File: config.mk
export PLATFORM = sky130hd
export DESIGN_NAME = acc_core
export DESIGN_NICKNAME = d
export VERILOG_FILES = /design/src/rtl/acc_pkg.sv /design/src/rtl/acc_ram.sv /design/src/rtl/acc_decode.sv /design/src/rtl/acc_core.sv
export SDC_FILE = /design/constraint.sdc
export NUM_CORES = 2
export LEC_CHECK = 0
export BUFFER_PORTS_ARGS = -buffer_cell sky130_fd_sc_hd__buf_4
export CORE_MARGIN = 10
export CORE_UTILIZATION = 40
export CTS_CLUSTER_SIZE = 28
export DETAILED_ROUTE_END_ITERATION = 10
export GPL_TIMING_DRIVEN = 1
export SLEW_MARGIN = 20
export SYNTH_ARGS = -nofsm -noshare
export SYNTH_HDL_FRONTEND = slang
export SYNTH_SLANG_ARGS = --single-unit
File: constraint.sdc
create_clock -name clk -period 9.6 [get_ports clk]
set_clock_uncertainty 0.05 [all_clocks]
set_input_delay 1.92 -clock clk [delete_from_list [all_inputs] [get_ports clk]]
set_output_delay 1.92 -clock clk [all_outputs]
set_load 0.005 [all_outputs]
File: src/rtl/acc_pkg.sv
package acc_pkg;
  localparam int OPC_W = 3;

  localparam logic [OPC_W-1:0] OPC_CLR   = 3'b000;
  localparam logic [OPC_W-1:0] OPC_ADDI  = 3'b001;
  localparam logic [OPC_W-1:0] OPC_STORE = 3'b010;
  localparam logic [OPC_W-1:0] OPC_ACCUM = 3'b011;
  localparam logic [OPC_W-1:0] OPC_BRZ   = 3'b100;
endpackage

File: src/rtl/acc_ram.sv
module acc_ram #(
  parameter int AW = 5,
  parameter int W  = 16
) (
  input  logic          clk,
  input  logic          we,
  input  logic [AW-1:0] waddr,
  input  logic [W-1:0]  wdata,
  input  logic [AW-1:0] raddr,
  output logic [W-1:0]  rdata
);
  localparam int WORDS = 1 << AW;

  logic [W-1:0] mem [WORDS];

  // contents are never reset
  always_ff @(posedge clk) begin
    if (we) mem[waddr] <= wdata;
  end

  assign rdata = mem[raddr];
endmodule

File: src/rtl/acc_decode.sv
module acc_decode #(
  parameter int IMMW = 5,
  localparam int IW  = acc_pkg::OPC_W + IMMW
) (
  input  logic [IW-1:0]   instr,
  input  logic            stopped,
  output logic [IMMW-1:0] imm,
  output logic            do_clr,
  output logic            do_addi,
  output logic            do_store,
  output logic            do_accum,
  output logic            do_brz,
  output logic            do_halt
);
  import acc_pkg::*;

  logic [OPC_W-1:0] opc;
  logic             live;

  assign opc  = instr[IW-1 -: OPC_W];
  assign imm  = instr[IMMW-1:0];
  assign live = !stopped;

  always_comb begin
    do_clr   = 1'b0;
    do_addi  = 1'b0;
    do_store = 1'b0;
    do_accum = 1'b0;
    do_brz   = 1'b0;
    do_halt  = 1'b0;
    if (live) begin
      unique case (opc)
        OPC_CLR:   do_clr   = 1'b1;
        OPC_ADDI:  do_addi  = 1'b1;
        OPC_STORE: do_store = 1'b1;
        OPC_ACCUM: do_accum = 1'b1;
        OPC_BRZ:   do_brz   = 1'b1;
        default:   do_halt  = 1'b1;
      endcase
    end
  end
endmodule

File: src/rtl/acc_core.sv
module acc_core #(
  parameter int DW   = 16,
  parameter int PCW  = 8,
  parameter int IMMW = 5,
  localparam int IW  = acc_pkg::OPC_W + IMMW
) (
  input  logic           clk,
  input  logic           rst,
  input  logic           load_en,
  input  logic [PCW-1:0] load_addr,
  input  logic [IW-1:0]  load_data,
  output logic           halted,
  output logic [PCW-1:0] pc_out,
  output logic [DW-1:0]  acc_out
);
  function automatic logic [DW-1:0] f_sext_data(input logic [IMMW-1:0] v);
    return {{(DW-IMMW){v[IMMW-1]}}, v};
  endfunction

  function automatic logic [PCW-1:0] f_brz_target(input logic [PCW-1:0] pc,
                                                  input logic [IMMW-1:0] v);
    logic [PCW-1:0] off;
    off = {{(PCW-IMMW){v[IMMW-1]}}, v};
    return pc + PCW'(1) + off;
  endfunction

  function automatic logic [DW-1:0] f_wrap_add(input logic [DW-1:0] a,
                                               input logic [DW-1:0] b);
    return a + b;
  endfunction

  logic [PCW-1:0]  pc_q;
  logic [DW-1:0]   acc_q;
  logic            halt_q;
  logic [IW-1:0]   instr;
  logic [IMMW-1:0] imm;
  logic [DW-1:0]   imm_sx;
  logic [DW-1:0]   ram_word;
  logic            do_clr, do_addi, do_store, do_accum, do_brz, do_halt;
  logic            acc_is_zero;
  logic            take_brz;
  logic            ram_we;
  logic [PCW-1:0]  pc_seq;
  logic [PCW-1:0]  pc_jump;

  acc_ram #(.AW(PCW), .W(IW)) u_istore (
    .clk   (clk),
    .we    (load_en),
    .waddr (load_addr),
    .wdata (load_data),
    .raddr (pc_q),
    .rdata (instr)
  );

  acc_decode #(.IMMW(IMMW)) u_dec (
    .instr    (instr),
    .stopped  (halt_q),
    .imm      (imm),
    .do_clr   (do_clr),
    .do_addi  (do_addi),
    .do_store (do_store),
    .do_accum (do_accum),
    .do_brz   (do_brz),
    .do_halt  (do_halt)
  );

  assign ram_we = do_store && !rst;

  acc_ram #(.AW(IMMW), .W(DW)) u_dram (
    .clk   (clk),
    .we    (ram_we),
    .waddr (imm),
    .wdata (acc_q),
    .raddr (imm),
    .rdata (ram_word)
  );

  assign imm_sx      = f_sext_data(imm);
  assign acc_is_zero = (acc_q == '0);
  assign take_brz    = do_brz && acc_is_zero;
  assign pc_seq      = pc_q + PCW'(1);
  assign pc_jump     = f_brz_target(pc_q, imm);

  always_ff @(posedge clk) begin
    if (rst) begin
      pc_q   <= '0;
      acc_q  <= '0;
      halt_q <= 1'b0;
    end else if (do_halt) begin
      halt_q <= 1'b1;
    end else if (!halt_q) begin
      pc_q <= take_brz ? pc_jump : pc_seq;
      if (do_clr)        acc_q <= '0;
      else if (do_addi)  acc_q <= f_wrap_add(acc_q, imm_sx);
      else if (do_accum) acc_q <= f_wrap_add(acc_q, ram_word);
    end
  end

  assign halted  = halt_q;
  assign pc_out  = pc_q;
  assign acc_out = acc_q;

  // clear zeroes the accumulator
  p_clear_r2: assert property (@(posedge clk) disable iff (rst)
    do_clr |=> (acc_q == '0));

  // immediate add wraps modulo 2^DW
  p_addi_r3: assert property (@(posedge clk) disable iff (rst)
    do_addi |=> (acc_q == $past(acc_q) + $past(imm_sx)));

  // store keeps the accumulator
  p_store_keep_r4: assert property (@(posedge clk) disable iff (rst)
    do_store |=> $stable(acc_q));

  // taken branch lands on the computed target
  p_brz_taken_r6: assert property (@(posedge clk) disable iff (rst)
    take_brz |=> (pc_q == $past(pc_jump)));

  // untaken branch falls through
  p_brz_fall_r7: assert property (@(posedge clk) disable iff (rst)
    (do_brz && !acc_is_zero) |=> ((pc_q == $past(pc_q) + PCW'(1)) && $stable(acc_q)));

  // halt is sticky and freezes state
  p_halt_sticky_r8: assert property (@(posedge clk) disable iff (rst)
    halt_q |=> (halt_q && $stable(pc_q) && $stable(acc_q)));

  // halt op keeps pc
  p_halt_entry_r8: assert property (@(posedge clk) disable iff (rst)
    do_halt |=> (halt_q && $stable(pc_q)));

  // every non-branch instruction retires in one clock
  p_one_step_r11: assert property (@(posedge clk) disable iff (rst)
    (!halt_q && !do_brz && !do_halt) |=> (pc_q == $past(pc_q) + PCW'(1)));

  // the RAM is written only by a store
  p_ram_we_r4: assert property (@(posedge clk) disable iff (rst)
    ram_we |-> (!halt_q && !do_halt));
endmodule

==> out/results.txt <==
After synthesis the netlist holds a flip-flop and latch count of 2593. Category of the most critical setup path: reg -> reg. The logs give 6805 for the DRC violation total after the first TritonRoute iteration and 0 ns for the setup total negative slack. The average instance area after synthesis came out at 20.6 sq um. During placement, the flow inserted port buffers numbering 43.

The floorplan has 185 rows. For this run, the total global-route usage over all layers was measured as 19.1%. The insertion delay of the later-clocked pin in the worst-skew pair is 0.95 ns. The floorplan step set the die width to 525 um. Setup repair after global routing left no endpoint under its margin. The DRC violation count after routing is 0, and the distinct cell type count of the synthesized netlist is 77. The run gives 0 as the number of setup violations in the final report. In this run the tightest slew margin relative to its limit is 16.8%. The multi-input combinational cells in the finished layout cover a total of 23100 sq um. The clock tree synthesis step divided the H-tree into 5 levels. The minimum clock period is 9.01 ns, and the count of vias placed by the detailed router is 51.0k.

The run gives 5222 as the net count reported at finish. The tools report the number of max-slew violations in the final report as 0. The clock transition time at the flip-flop clock pins of the worst setup and hold paths is 0.06 ns, and the number of standard cells in the final layout excluding fillers is 8722. In the synthesized netlist the async set-or-reset flop fraction comes to 0%. At the pin with the least slew margin, the transition time is 1.24 ns. After clock tree synthesis, the setup repair step added 0 buffers. The total clock buffers created by CTS was 275; the end-of-flow core utilization was 45.3%. The logs give 75.9% for the portion of the post-synthesis area used by sequential elements and 35.7 nW for the total leakage power.

In this run, synthesis inferred 2560 flip-flops with an integrated enable. In the final layout, the share of cells above drive strength 1 is 23.9%. The type of the worst min-delay path is reg -> reg. Dividing total power by cell area gives a power density of 274 nW/um^2. The number of placed instances, taps included was 8259. After global routing the overflow that remains totals 0. The run gives 4957 as the number of cells produced by synthesis. Global-route wire length before repair: 386 mm. Along the worst path, the maximum fanout reaches 34. The layout has 21.2k filler cells. In this run the remaining antenna-violating nets after routing total 0.

TritonCTS built the clock tree. The run gives 10.34 ns as the critical path data required time. The flow ran to the end, and the final reports show no timing, DRC or antenna violations. The logs give 102000 sq um for the synthesized cell area and 40.2% for the starting utilization of the core area. The tools report the total of warnings raised by yosys as 0. For the worst endpoint data arrival time, the log shows 9.74 ns. For this block, the routed nets add up to 269 mm of wire. The core area is 254000 sq um, and the detailed placement HPWL is 165 mm. Relative to the synthesized area, the layout overhead comes to 12.7%. The hold violation total from the final report is 0, and the final routed wire length divided by cell count is 30.8 um.

The floorplan step defined a die boundary enclosing 276000 sq um. Once the clock tree was built, the resizer swapped 0 gates to a different size. Derived from the worst setup path, the maximum achievable clock frequency is 111 MHz. The maximum clock insertion buffer count was 4; the worst vdd rail ir drop was 0.000266 V. Setup slack on the worst reg-to-reg path comes out at 0.59 ns. Most instantiated flip-flop cell in the synthesis netlist: sky130_fd_sc_hd__edfxtp_1. The worst setup path is launched from a register. The tree built by TritonCTS fans out to 2593 sinks.

Across the run, the number of max-cap violations was 0. The run gives 156 as the pin count of the biggest net entering global routing. Leaving out fill and tap cells, the most frequent cell in the layout is sky130_fd_sc_hd__edfxtp_1. The via count of the first global-routing pass is 50.9k. Leaving out fill and tap cells, the most frequent cells in the layout are sky130_fd_sc_hd__edfxtp_1 (2560), sky130_fd_sc_hd__mux4_2 (610), sky130_fd_sc_hd__nor2_1 (353). The worst setup path is captured at a register.

The number of antenna violations at the first check in global routing is 8. The tree is rooted in a sky130_fd_sc_hd__clkbuf_16. Measured along the y axis, the die boundary spans 525 um. Buffers inserted to repair hold after CTS numbered 0. The number of primary I/O pins came out at 44.

The tools report the first-pass detailed-route iteration total as 6. The synthesized netlist net count is 5004, and the storage element area is 77600 sq um. In the finished design, the share of the clock period the worst path needs comes to 93.8%. At the end of routability-driven placement, the weighted congestion stood at 0.882. Using the TritonRoute via totals, the vias-per-cell ratio works out to 5.85.
## worst max-delay path, cell delays in order, from the launching register on
cell and delay [ns]:
sky130_fd_sc_hd__dfxtp_4 0.87, sky130_fd_sc_hd__buf_12 0.37, sky130_fd_sc_hd__mux4_2 0.55, sky130_fd_sc_hd__a22o_1 0.19, sky130_fd_sc_hd__a221oi_1 0.82, sky130_fd_sc_hd__o221ai_1 0.45, sky130_fd_sc_hd__mux4_4 0.84, sky130_fd_sc_hd__inv_4 0.44
sky130_fd_sc_hd__mux2i_1 0.33, sky130_fd_sc_hd__o22ai_1 0.10, sky130_fd_sc_hd__or4_1 0.53, sky130_fd_sc_hd__nor2_1 0.14, sky130_fd_sc_hd__a21o_1 0.11, sky130_fd_sc_hd__ha_1 0.22, sky130_fd_sc_hd__a21o_1 0.18, sky130_fd_sc_hd__a21o_1 0.20
sky130_fd_sc_hd__a21o_1 0.19, sky130_fd_sc_hd__a21o_1 0.20, sky130_fd_sc_hd__a21oi_1 0.26, sky130_fd_sc_hd__o211ai_1 0.19, sky130_fd_sc_hd__a41oi_1 0.36, sky130_fd_sc_hd__o21a_1 0.22, sky130_fd_sc_hd__nor2_1 0.05, sky130_fd_sc_hd__a41o_1 0.23
sky130_fd_sc_hd__or3_1 0.31, sky130_fd_sc_hd__a311o_1 0.36
## per-layer routing
layer | vias up | part of all wire [%] | track usage, %
li1 | 20800 | - | -
met3 | 433 | 8.6 | 4.21
met4 | 6 | 2.7 | 5.13
met5 | - | 0.064 | 0
met2 | 2404 | 47 | 29.7
met1 | 27300 | 42 | 27.2
## per-stage QoR
stage          worst slack (ns)  hold WS, ns  area (sq um)  total power [mW]
6_report                  0.593        0.591        115000              31.6
5_1_grt                   0.167        0.617        115000              32.7
4_1_cts                   0.691        0.590        115000              31.7
3_5_place_dp              0.763        0.579        107000              22.0
3_3_place_gp              0.758        0.564        107000              22.0
2_1_floorplan              2.18        0.453        102000              18.9
## power breakdown
part           total, mW  internal (mW)  switching, mW
logic               9.01           3.55           5.45
registers           12.8           12.6          0.194
clock network       9.77           5.58           4.19
total               31.6           21.7           9.84
## synth_stat cells (21+ instances only)
| cell | n | area share, % |
|---|---|---|
| sky130_fd_sc_hd__a21oi_1 | 78 | 0.38 |
| sky130_fd_sc_hd__a22o_1 | 21 | 0.18 |
| sky130_fd_sc_hd__a22oi_1 | 59 | 0.43 |
| sky130_fd_sc_hd__buf_1 | 27 | 0.099 |
| sky130_fd_sc_hd__buf_2 | 64 | 0.31 |
| sky130_fd_sc_hd__buf_4 | 46 | 0.34 |
| sky130_fd_sc_hd__buf_6 | 21 | 0.23 |
| sky130_fd_sc_hd__clkbuf_1 | 114 | 0.42 |
| sky130_fd_sc_hd__dfxtp_1 | 33 | 0.65 |
| sky130_fd_sc_hd__edfxtp_1 | 2560 | 75 |
| sky130_fd_sc_hd__ha_1 | 26 | 0.32 |
| sky130_fd_sc_hd__inv_1 | 24 | 0.088 |
| sky130_fd_sc_hd__mux2_2 | 53 | 0.58 |
| sky130_fd_sc_hd__mux2i_1 | 224 | 2.2 |
| sky130_fd_sc_hd__mux4_2 | 611 | 13 |
| sky130_fd_sc_hd__nand2_1 | 193 | 0.71 |
| sky130_fd_sc_hd__nand3_1 | 82 | 0.40 |
| sky130_fd_sc_hd__nor2_1 | 379 | 1.4 |
| sky130_fd_sc_hd__nor2b_1 | 24 | 0.15 |
| sky130_fd_sc_hd__o21ai_0 | 30 | 0.15 |
| sky130_fd_sc_hd__o22ai_1 | 33 | 0.20 |
## final timing paths
kind / from / end / depth (start not counted)
min: pc_out[6]$_SDFFE_PP0P_ / register / 2
min reg2reg: pc_out[6]$_SDFFE_PP0P_ / register / 2
max reg2reg: register / acc_out[15]$_SDFFE_PP0P_ / 25
max: register / acc_out[15]$_SDFFE_PP0P_ / 25
## logic make-up (layout without fill, tap and decap cells)
group	Yosys count	in the layout	share of synthesized area, %
buf+inv	311	709	1.64
xor+xnor	21	21	0.180
fa+ha+maj	28	28	0.358
other cells	0	1	0
flops	2593	2593	75.9
compound gates	334	334	2.24
mux	893	893	16.4
simple gates	777	777	3.29
## layout make-up
type	count	area share (%)
sequential	2593	67.4
multi-input combinational	2053	20.0
clock buffer	339	6.28
tap	3366	3.66
timing repair buffer	223	1.82
clock inverter	118	0.699
inverter	29	0.103
antenna	1	0.00217
## registers in the layout, indices dropped and copies added (netlist names), named ones only
name          flops
u_dram.mem      512
acc_out          16
pc_out            8
u_istore.mem   2048
halted            1
No activity file was read; power rests on OpenSTA's default activity.
